`src/rtl/chg_pkg.sv`:
```
package chg_pkg;
  localparam int unsigned BYTE_W = 8;
  localparam int unsigned CNT_W  = 2 * BYTE_W;

  typedef logic [BYTE_W-1:0] byte_t;
  typedef logic [CNT_W-1:0]  cnt_t;

  typedef struct packed {
    logic wr_hi;
    logic wr_lo;
    logic rd_hi;
    logic rd_lo;
  } dec_t;
endpackage

```
`src/rtl/chg_eff_weight.sv`:
```
module chg_eff_weight #(
  parameter int unsigned FRAC_W       = 8,
  parameter int unsigned FAST_STEP    = 243,
  parameter int unsigned TRICKLE_STEP = 192
) (
  input  logic clk,
  input  logic rst,
  input  logic chg_pulse,
  input  logic hold,
  input  logic fast_sel,
  output logic carry
);
  localparam int unsigned SUM_W = FRAC_W + 1;
  localparam logic [FRAC_W-1:0] FAST_K    = FAST_STEP[FRAC_W-1:0];
  localparam logic [FRAC_W-1:0] TRICKLE_K = TRICKLE_STEP[FRAC_W-1:0];

  logic [FRAC_W-1:0] frac_q;
  logic [FRAC_W-1:0] step;
  logic [SUM_W-1:0]  sum;
  logic              adv;

  assign step  = fast_sel ? FAST_K : TRICKLE_K;
  assign sum   = {1'b0, frac_q} + {1'b0, step};
  assign adv   = chg_pulse & ~hold;
  assign carry = adv & sum[FRAC_W];

  always_ff @(posedge clk) begin
    if (rst) begin
      frac_q <= '0;
    end else if (adv) begin
      frac_q <= sum[FRAC_W-1:0];
    end
  end
endmodule

```
`src/rtl/chg_acc_core.sv`:
```
module chg_acc_core
  import chg_pkg::*;
(
  input  logic  clk,
  input  logic  rst,
  input  logic  inc,
  input  logic  dsg_pulse,
  input  logic  sdsg_pulse,
  input  logic  wr_hi,
  input  logic  clr_lo,
  input  byte_t wdata,
  output byte_t hi_q,
  output byte_t lo_q
);
  localparam int unsigned EXT_W = CNT_W + 2;
  localparam cnt_t CNT_MAX = '1;

  cnt_t             cnt;
  logic             hi_zero;
  logic [1:0]       dec_n;
  logic             inc_ok;
  logic [EXT_W-1:0] next_ext;
  logic             hold;

  assign cnt      = {hi_q, lo_q};
  assign hi_zero  = (hi_q == '0);
  assign hold     = wr_hi | clr_lo;
  assign dec_n    = hi_zero ? 2'd0 : ({1'b0, dsg_pulse} + {1'b0, sdsg_pulse});
  assign inc_ok   = inc & (cnt != CNT_MAX);
  assign next_ext = {2'b00, cnt} + {{(EXT_W-1){1'b0}}, inc_ok}
                    - {{(EXT_W-2){1'b0}}, dec_n};

  always_ff @(posedge clk) begin
    if (rst) begin
      hi_q <= '0;
      lo_q <= '0;
    end else if (hold) begin
      if (wr_hi)  hi_q <= wdata;
      if (clr_lo) lo_q <= '0;
    end else begin
      hi_q <= next_ext[CNT_W-1:BYTE_W];
      lo_q <= next_ext[BYTE_W-1:0];
    end
  end
endmodule

```
`src/rtl/chg_reg_port.sv`:
```
module chg_reg_port
  import chg_pkg::*;
#(
  parameter int unsigned ADDR_W  = 8,
  parameter int unsigned HI_ADDR = 8'h03,
  parameter int unsigned LO_ADDR = 8'h17
) (
  input  logic              clk,
  input  logic              rst,
  input  logic              wr_en,
  input  logic              rd_en,
  input  logic [ADDR_W-1:0] reg_addr,
  input  byte_t             hi_q,
  input  byte_t             lo_q,
  output logic              wr_hi,
  output byte_t             rd_data
);
  localparam logic [ADDR_W-1:0] HI_A = HI_ADDR[ADDR_W-1:0];
  localparam logic [ADDR_W-1:0] LO_A = LO_ADDR[ADDR_W-1:0];

  dec_t  dec;
  byte_t rd_mux;

  always_comb begin
    dec.wr_hi = wr_en & (reg_addr == HI_A);
    dec.wr_lo = wr_en & (reg_addr == LO_A);
    dec.rd_hi = rd_en & (reg_addr == HI_A);
    dec.rd_lo = rd_en & (reg_addr == LO_A);
  end

  assign wr_hi = dec.wr_hi;

  always_comb begin
    rd_mux = '0;
    if (dec.rd_hi) rd_mux = hi_q;
    if (dec.rd_lo) rd_mux = lo_q;
  end

  always_ff @(posedge clk) begin
    if (rst) begin
      rd_data <= '0;
    end else if (rd_en) begin
      rd_data <= rd_mux;
    end
  end
endmodule

```
`src/rtl/chg_level_counter.sv`:
```
module chg_level_counter #(
  parameter int unsigned ADDR_W       = 8,
  parameter int unsigned HI_ADDR      = 8'h03,
  parameter int unsigned LO_ADDR      = 8'h17,
  parameter int unsigned FRAC_W       = 8,
  parameter int unsigned FAST_STEP    = 243,
  parameter int unsigned TRICKLE_STEP = 192
) (
  input  logic              clk,
  input  logic              rst,
  input  logic              chg_pulse,
  input  logic              dsg_pulse,
  input  logic              sdsg_pulse,
  input  logic              valid_chg,
  input  logic              fast_sel,
  input  logic              wr_en,
  input  logic              rd_en,
  input  logic [ADDR_W-1:0] reg_addr,
  input  logic [7:0]        wdata,
  output logic [7:0]        rd_data,
  output logic [7:0]        hi_byte,
  output logic [7:0]        lo_byte
);
  logic wr_hi;
  logic inc;

  chg_reg_port #(
    .ADDR_W(ADDR_W), .HI_ADDR(HI_ADDR), .LO_ADDR(LO_ADDR)
  ) u_port (
    .clk(clk), .rst(rst), .wr_en(wr_en), .rd_en(rd_en),
    .reg_addr(reg_addr), .hi_q(hi_byte), .lo_q(lo_byte),
    .wr_hi(wr_hi), .rd_data(rd_data)
  );

  chg_eff_weight #(
    .FRAC_W(FRAC_W), .FAST_STEP(FAST_STEP), .TRICKLE_STEP(TRICKLE_STEP)
  ) u_eff (
    .clk(clk), .rst(rst), .chg_pulse(chg_pulse),
    .hold(wr_hi | valid_chg), .fast_sel(fast_sel), .carry(inc)
  );

  chg_acc_core u_core (
    .clk(clk), .rst(rst), .inc(inc),
    .dsg_pulse(dsg_pulse), .sdsg_pulse(sdsg_pulse),
    .wr_hi(wr_hi), .clr_lo(valid_chg), .wdata(wdata),
    .hi_q(hi_byte), .lo_q(lo_byte)
  );
endmodule

```
`config.mk`:
```
export PLATFORM = sky130hd
export DESIGN_NAME = chg_level_counter
export DESIGN_NICKNAME = d
export VERILOG_FILES = /design/src/rtl/chg_pkg.sv /design/src/rtl/chg_eff_weight.sv /design/src/rtl/chg_acc_core.sv /design/src/rtl/chg_reg_port.sv /design/src/rtl/chg_level_counter.sv
export SDC_FILE = /design/constraint.sdc
export NUM_CORES = 1
export LEC_CHECK = 0
export ABC_AREA = 0
export ABC_CLOCK_PERIOD_IN_PS = 4600
export BUFFER_PORTS_ARGS = -buffer_cell sky130_fd_sc_hd__buf_2
export CAP_MARGIN = 20
export CORE_ASPECT_RATIO = 0.9
export CORE_MARGIN = 1
export CORE_UTILIZATION = 50
export CTS_BUF_LIST = sky130_fd_sc_hd__clkbuf_4 sky130_fd_sc_hd__clkbuf_8 sky130_fd_sc_hd__clkbuf_16
export DETAILED_ROUTE_END_ITERATION = 10
export PLACE_DENSITY = 0.82
export RECOVER_POWER = 50
export SLEW_MARGIN = 20
export SYNTH_ARGS = -nofsm -noshare
export SYNTH_HDL_FRONTEND = slang
export SYNTH_HIERARCHICAL = 1
export SYNTH_SLANG_ARGS = --single-unit
```
`constraint.sdc`:
```
create_clock -name clk -period 4.6 [get_ports clk]
set_input_delay 0.92 -clock clk [delete_from_list [all_inputs] [get_ports clk]]
set_output_delay 0.92 -clock clk [all_outputs]
set_load 0.02 [all_outputs]
```
* After elaboration in Yosys (flattened, before gate mapping) *
Cells that the tools add are included.

operators by class
  add/sub/neg operators = 4
  mux-type cells = 8
  equal/unequal tests = 5
  reductions and logical operators = 1
  bitwise gates (word level) = 8

operator list
  operator                                               count
  two-way mux 8 bit                                      6
  adder 16 x 1 -> 16 bit                                 1
  inequality test 16 bit, second input constant          1
  subtractor 16 x 2 -> 16 bit                            1
  adder 8 x 8 -> 9 bit                                   1
  equality test 8 x 2 -> 1 bit, second input constant    1
  equality test 8 x 5 -> 1 bit, second input constant    1
  zero test 8 bit                                        1
  bitwise AND 1 bit                                      6
  two-way mux 6 bit                                      1
  adder 1 x 1 -> 2 bit                                   1
  two-way mux 2 bit                                      1
  inequality test 2 x 1 -> 1 bit, second input constant  1
  inequality test 2 bit, second input constant           1
  NOT 1 bit                                              1
  bitwise OR 1 bit                                       1

storage, ports and cells
  flip-flop bits (word level) = 32

* Longest topological paths before layout *
  word-level depth = 10
  gate-level depth with buffers = 18
  depth with buffers taken out = 17

* By module *
Netlist, hierarchy kept.

by module, submodules not included
  module             area an instance (µm²)  instances  cells each
  chg_acc_core       1682.9                  1          211
  chg_eff_weight     516.7                   1          58
  chg_reg_port       422.9                   1          43
  chg_level_counter  6.3                     1          1

* Worst setup path after synthesis *
OpenSTA, ideal clock, no wires.

  path kind = input-to-reg
  from = input wr_en
  to = register u_core.hi_q[6]
  buffers on the path = 1
  data arrival time = 3950 ps
  data required time = 4521 ps
  setup slack = 570 ps
  cell stages on the path = 18
  cells stage by stage = nor4b_1 -> nand4_1 -> nor2_1 -> or2_1 -> nor2b_1 -> buf_2 -> o31a_1 -> o31ai_1 -> ha_1 -> inv_1 -> ha_1 -> fa_1 -> a21o_1 -> a221oi_2 -> o21a_2 -> o221ai_2 -> xnor2_1 -> a211oi_2

on the way
  longest elaborated chain between the ends = 9
  elaborated cells between the ends (all ways) = 10
  those cells by class = add/sub: 2; eq/ne: 1; mux: 1; bitwise: 6

RTL lines
  item                         RTL line                 source
  from (decl)                  chg_level_counter.sv:16  input logic wr_en,
  bitwise AND 1 bit            chg_reg_port.sv:25       dec.wr_hi = wr_en & (reg_addr == HI_A);
  named net wr_hi              chg_level_counter.sv:24  logic wr_hi;
  bitwise OR 1 bit             chg_level_counter.sv:39  .hold(wr_hi | valid_chg), .fast_sel(fast_sel), .carry(inc)
  NOT 1 bit                    chg_eff_weight.sv:24     assign adv = chg_pulse & ~hold;
  bitwise AND 1 bit            chg_eff_weight.sv:24
  bitwise AND 1 bit            chg_eff_weight.sv:25     assign carry = adv & sum[FRAC_W];
  named net inc                chg_level_counter.sv:25  logic inc;
  bitwise AND 1 bit            chg_acc_core.sv:29       assign inc_ok = inc & (cnt != CNT_MAX);
  adder 16 x 1 -> 16 bit       chg_acc_core.sv:30       assign next_ext = {2'b00, cnt} + {{(EXT_W-1){1'b0}}, inc_ok}
  subtractor 16 x 2 -> 16 bit  chg_acc_core.sv:31       - {{(EXT_W-2){1'b0}}, dec_n};
  two-way mux 8 bit            chg_acc_core.sv:37       end else if (hold) begin
  to (signal assigned)         chg_acc_core.sv:38       if (wr_hi) hi_q <= wdata;
  to (signal assigned)         chg_acc_core.sv:41       hi_q <= next_ext[CNT_W-1:BYTE_W];
  to (decl)                    chg_acc_core.sv:12       output byte_t hi_q,

The timed path passes the listed nets, and every way through them passes these cells.
A chain may end at the register's enable or synchronous reset.

* Final worst setup path *
  from = input fast_sel
  to = register u_core.hi_q[6]

on the way
  longest elaborated chain between the ends = 7

RTL lines
  item                         RTL line                 source
  from (decl)                  chg_level_counter.sv:15  input logic fast_sel,
  two-way mux 6 bit            chg_eff_weight.sv:22     assign step = fast_sel ? FAST_K : TRICKLE_K;
  adder 8 x 8 -> 9 bit         chg_eff_weight.sv:23     assign sum = {1'b0, frac_q} + {1'b0, step};
  bitwise AND 1 bit            chg_eff_weight.sv:25
  named net inc                chg_level_counter.sv:25
  bitwise AND 1 bit            chg_acc_core.sv:29
  adder 16 x 1 -> 16 bit       chg_acc_core.sv:30
  subtractor 16 x 2 -> 16 bit  chg_acc_core.sv:31
  two-way mux 8 bit            chg_acc_core.sv:37

The timed path passes the listed nets, and every way through them passes these cells.

==> metrics <==
gr usage total 23.9%; Fin Setup TNS 0 ps; syn nets around 370; R2R cell count 16; post-route ant nets 0; Mapped Cells roughly 310; IO buf count between 40 and 50; synthesis-to-layout area growth 11.1%; largest net degree at the start of global routing 33; DPL Wire Length 4.73 mm; DRC Markers 0; Die Y 70.8 um; RSZ-0062 raised after global routing false; WL final 6.41 mm; Register Area ~640 um^2; CTS clk-pin slew, worst paths 70 ps; Worst VDD drop between 400 and 500 uV; Final setup viols 0; cell count along the critical path 17; H-tree levels 2; Yosys cell types 63; area of the multi-input gates 1730 um^2; gp weighted congestion 0.940; reg2reg setup slack 1060 ps; Final Util 59.0%; hold_ws 478 ps; clock sinks 32; fin worst setup slack 623 ps; family with the most delay on the worst path adder cells; cts bufs inserted 5; worst-path fanout max 5; Hold Path Origin u_port/rd_data[0]; Rows 24; CP endpoint u_core/hi_q[6]; status completed; Final Skew 6.90 ps; clock latency on the worst-skew pair 300 ps; Worst Hold Class reg -> reg; synth warn 6; Min Clock Period, post-route 3980 ps; CTS tree yes; relative slew slack 7.25%; largest stage delay on the critical path 420 ps; crit-path cells buf_2 > ha_1 > inv_1 > fa_1 > nor2_1 > o31a_1 > o31ai_1 > ha_1 > inv_1 > ha_1 > fa_1 > a21o_1 > a221oi_2 > o21a_2 > o221ai_2 > xnor2_1 > a211oi_2; Via Count 2488; vias in the first global route 2331; # placed instances 415; f_max 251 MHz; Hold-fix buffers, CTS 0; Root Buffer clkbuf_8; global-route wire length before repair roughly 11 mm; total grt overflow 0; Slowest cell on crit path fa_1; Reg-to-Reg Start u_eff/frac_q[0]; WP data arrival 4180 ps; Core Region 4950 um^2; non-filler cells, final about 420; ant diodes 0; worst path bufs/invs 3; Post-synth EDFFs 0; Gates resized, CTS repair 0; most frequent CP cell ha_1; crit path from fast_sel; WL per Instance roughly 15 um; fill cell count 472; Clock Tree Buf Depth 2; Starting Density 53.1%; chip width 78.4 um; fin. max-slew vios 0; Synth Flop Type dfxtp_1; 1st-iter DRT viols 180; Static Leakage 1.22 nW; num ports 49; DRT Pass-1 Iters 6; synthesized area per cell roughly 8.4 um^2; Vias/cell 5.88; initial antenna violation count 0; most frequent cells in the layout 33 x ha_1, 32 x dfxtp_1, 31 x inv_1; Max-Cap Viols 0; critical path type in -> reg; R2R Path End u_core/hi_q[6]; post-CTS setup repair buffer count 0; post-synthesis sequential area ratio 24.4%; layout cells sized above 1 approximately 14%; commonest non-fill, non-tap cell in the layout ha_1; die area 5550 um^2; Placement Setup Slack roughly 330 ps; Critical Path RT 4810 ps; worst-margin pin slew 1390 ps; power density over the cells 649 nW/um^2; #FFs+latches synth 32; final net count roughly 420; Post-synth ARST share 0%; Startpoint Class input port; Worst Setup End Kind register; final hold viol count 0; Final period util 86.5%; Syn Std Cell Area 2630 um^2
==> flip-flops by register name, summed over array words and instances (netlist names) <==
register and count:
u_core/hi_q 8, u_port/rd_data 8, u_core/lo_q 8, u_eff/frac_q 8
==> final cells by class <==
type                            count  share of cell area, %
Multi-Input combinational cell    235                   59.3
Sequential cell                    32                   21.9
Timing Repair Buffer               51                   8.09
Inverter                           32                   4.11
Tap cell                           65                   2.78
Clock buffer                        6                   2.61
Clock inverter                      2                   1.20
==> power breakdown <==
part	switching (mW)	internal, mW
combinational	0.674	0.514
sequential	0.0910	0.332
clock	0.116	0.167
total	0.882	1.01
==> cell families after synthesis <==
| group | synth area share, % |
|---|---|
| XOR/XNOR | 4.33 |
| multiplexers | 2.76 |
| flip-flops | 24.4 |
| AO/OA/AOI/OAI | 22.4 |
| AND/OR/NAND/NOR | 20.2 |
| adder cells (fa/ha/maj) | 17.2 |
| buffers and inverters | 8.71 |
==> worst register-to-register path, cell delays in order, from the launching register on <==
cell and delay [ps]:
dfxtp_1 330, ha_1 170, inv_1 50, fa_1 420
nor2_1 120, o31a_1 140, o31ai_1 70, ha_1 270
inv_1 40, ha_1 200, fa_1 400, a21o_1 200
a221oi_2 350, o21a_2 230, o221ai_2 110, xnor2_1 140
a211oi_2 210
==> stage by stage <==
stage	power (mW)	cell area, um^2
floorplan	1.36	2630
global placement	1.56	2870
detailed placement	1.59	2870
CTS	1.88	2980
global route	2.03	2920
finish	1.89	2920
==> worst min-delay path by stage <==
| stage | to | slack [ps] | cells past startpoint |
|---|---|---|---|
| 6_report | u_port/rd_data[0] | 480 | 2 |
| 3_5_place_dp | u_port/rd_data[5] | 470 | 2 |
| 2_1_floorplan | u_eff/frac_q[0] | 460 | 2 |
| 3_3_place_gp | u_port/rd_data[5] | 460 | 2 |
| 4_1_cts | u_port/rd_data[5] | 480 | 2 |
| 5_1_grt | u_port/rd_data[0] | 490 | 2 |
==> synthesized netlist by cell type, drive strengths merged (5+ instances only) <==
library cell   n  area, um^2
clkbuf         6        43.8
xnor2          8        70.1
buf            8        65.1
a22oi          9        67.6
a21o           5        37.5
o21ai          9        45.0
ha            33         413
nand2         20        75.1
nor2          32         123
inv           32         120
nand4          8        65.1
o32ai          8        70.1
dfxtp         32         641
a21oi         24         120
xor2           5        43.8
mux2i          5        50.1
==> per-layer routing <==
| metal | vias up | track usage, % | share of wire (%) |
|---|---|---|---|
| met5 | - | 0 | 0 |
| met4 | 0 | 10.3 | 1.8 |
| li1 | 1218 | - | - |
| met2 | 98 | 37.8 | 44 |
| met3 | 12 | 4.65 | 6.9 |
| met1 | 1160 | 31.9 | 47 |
Note: power is estimated with default switching activity, not from simulation.
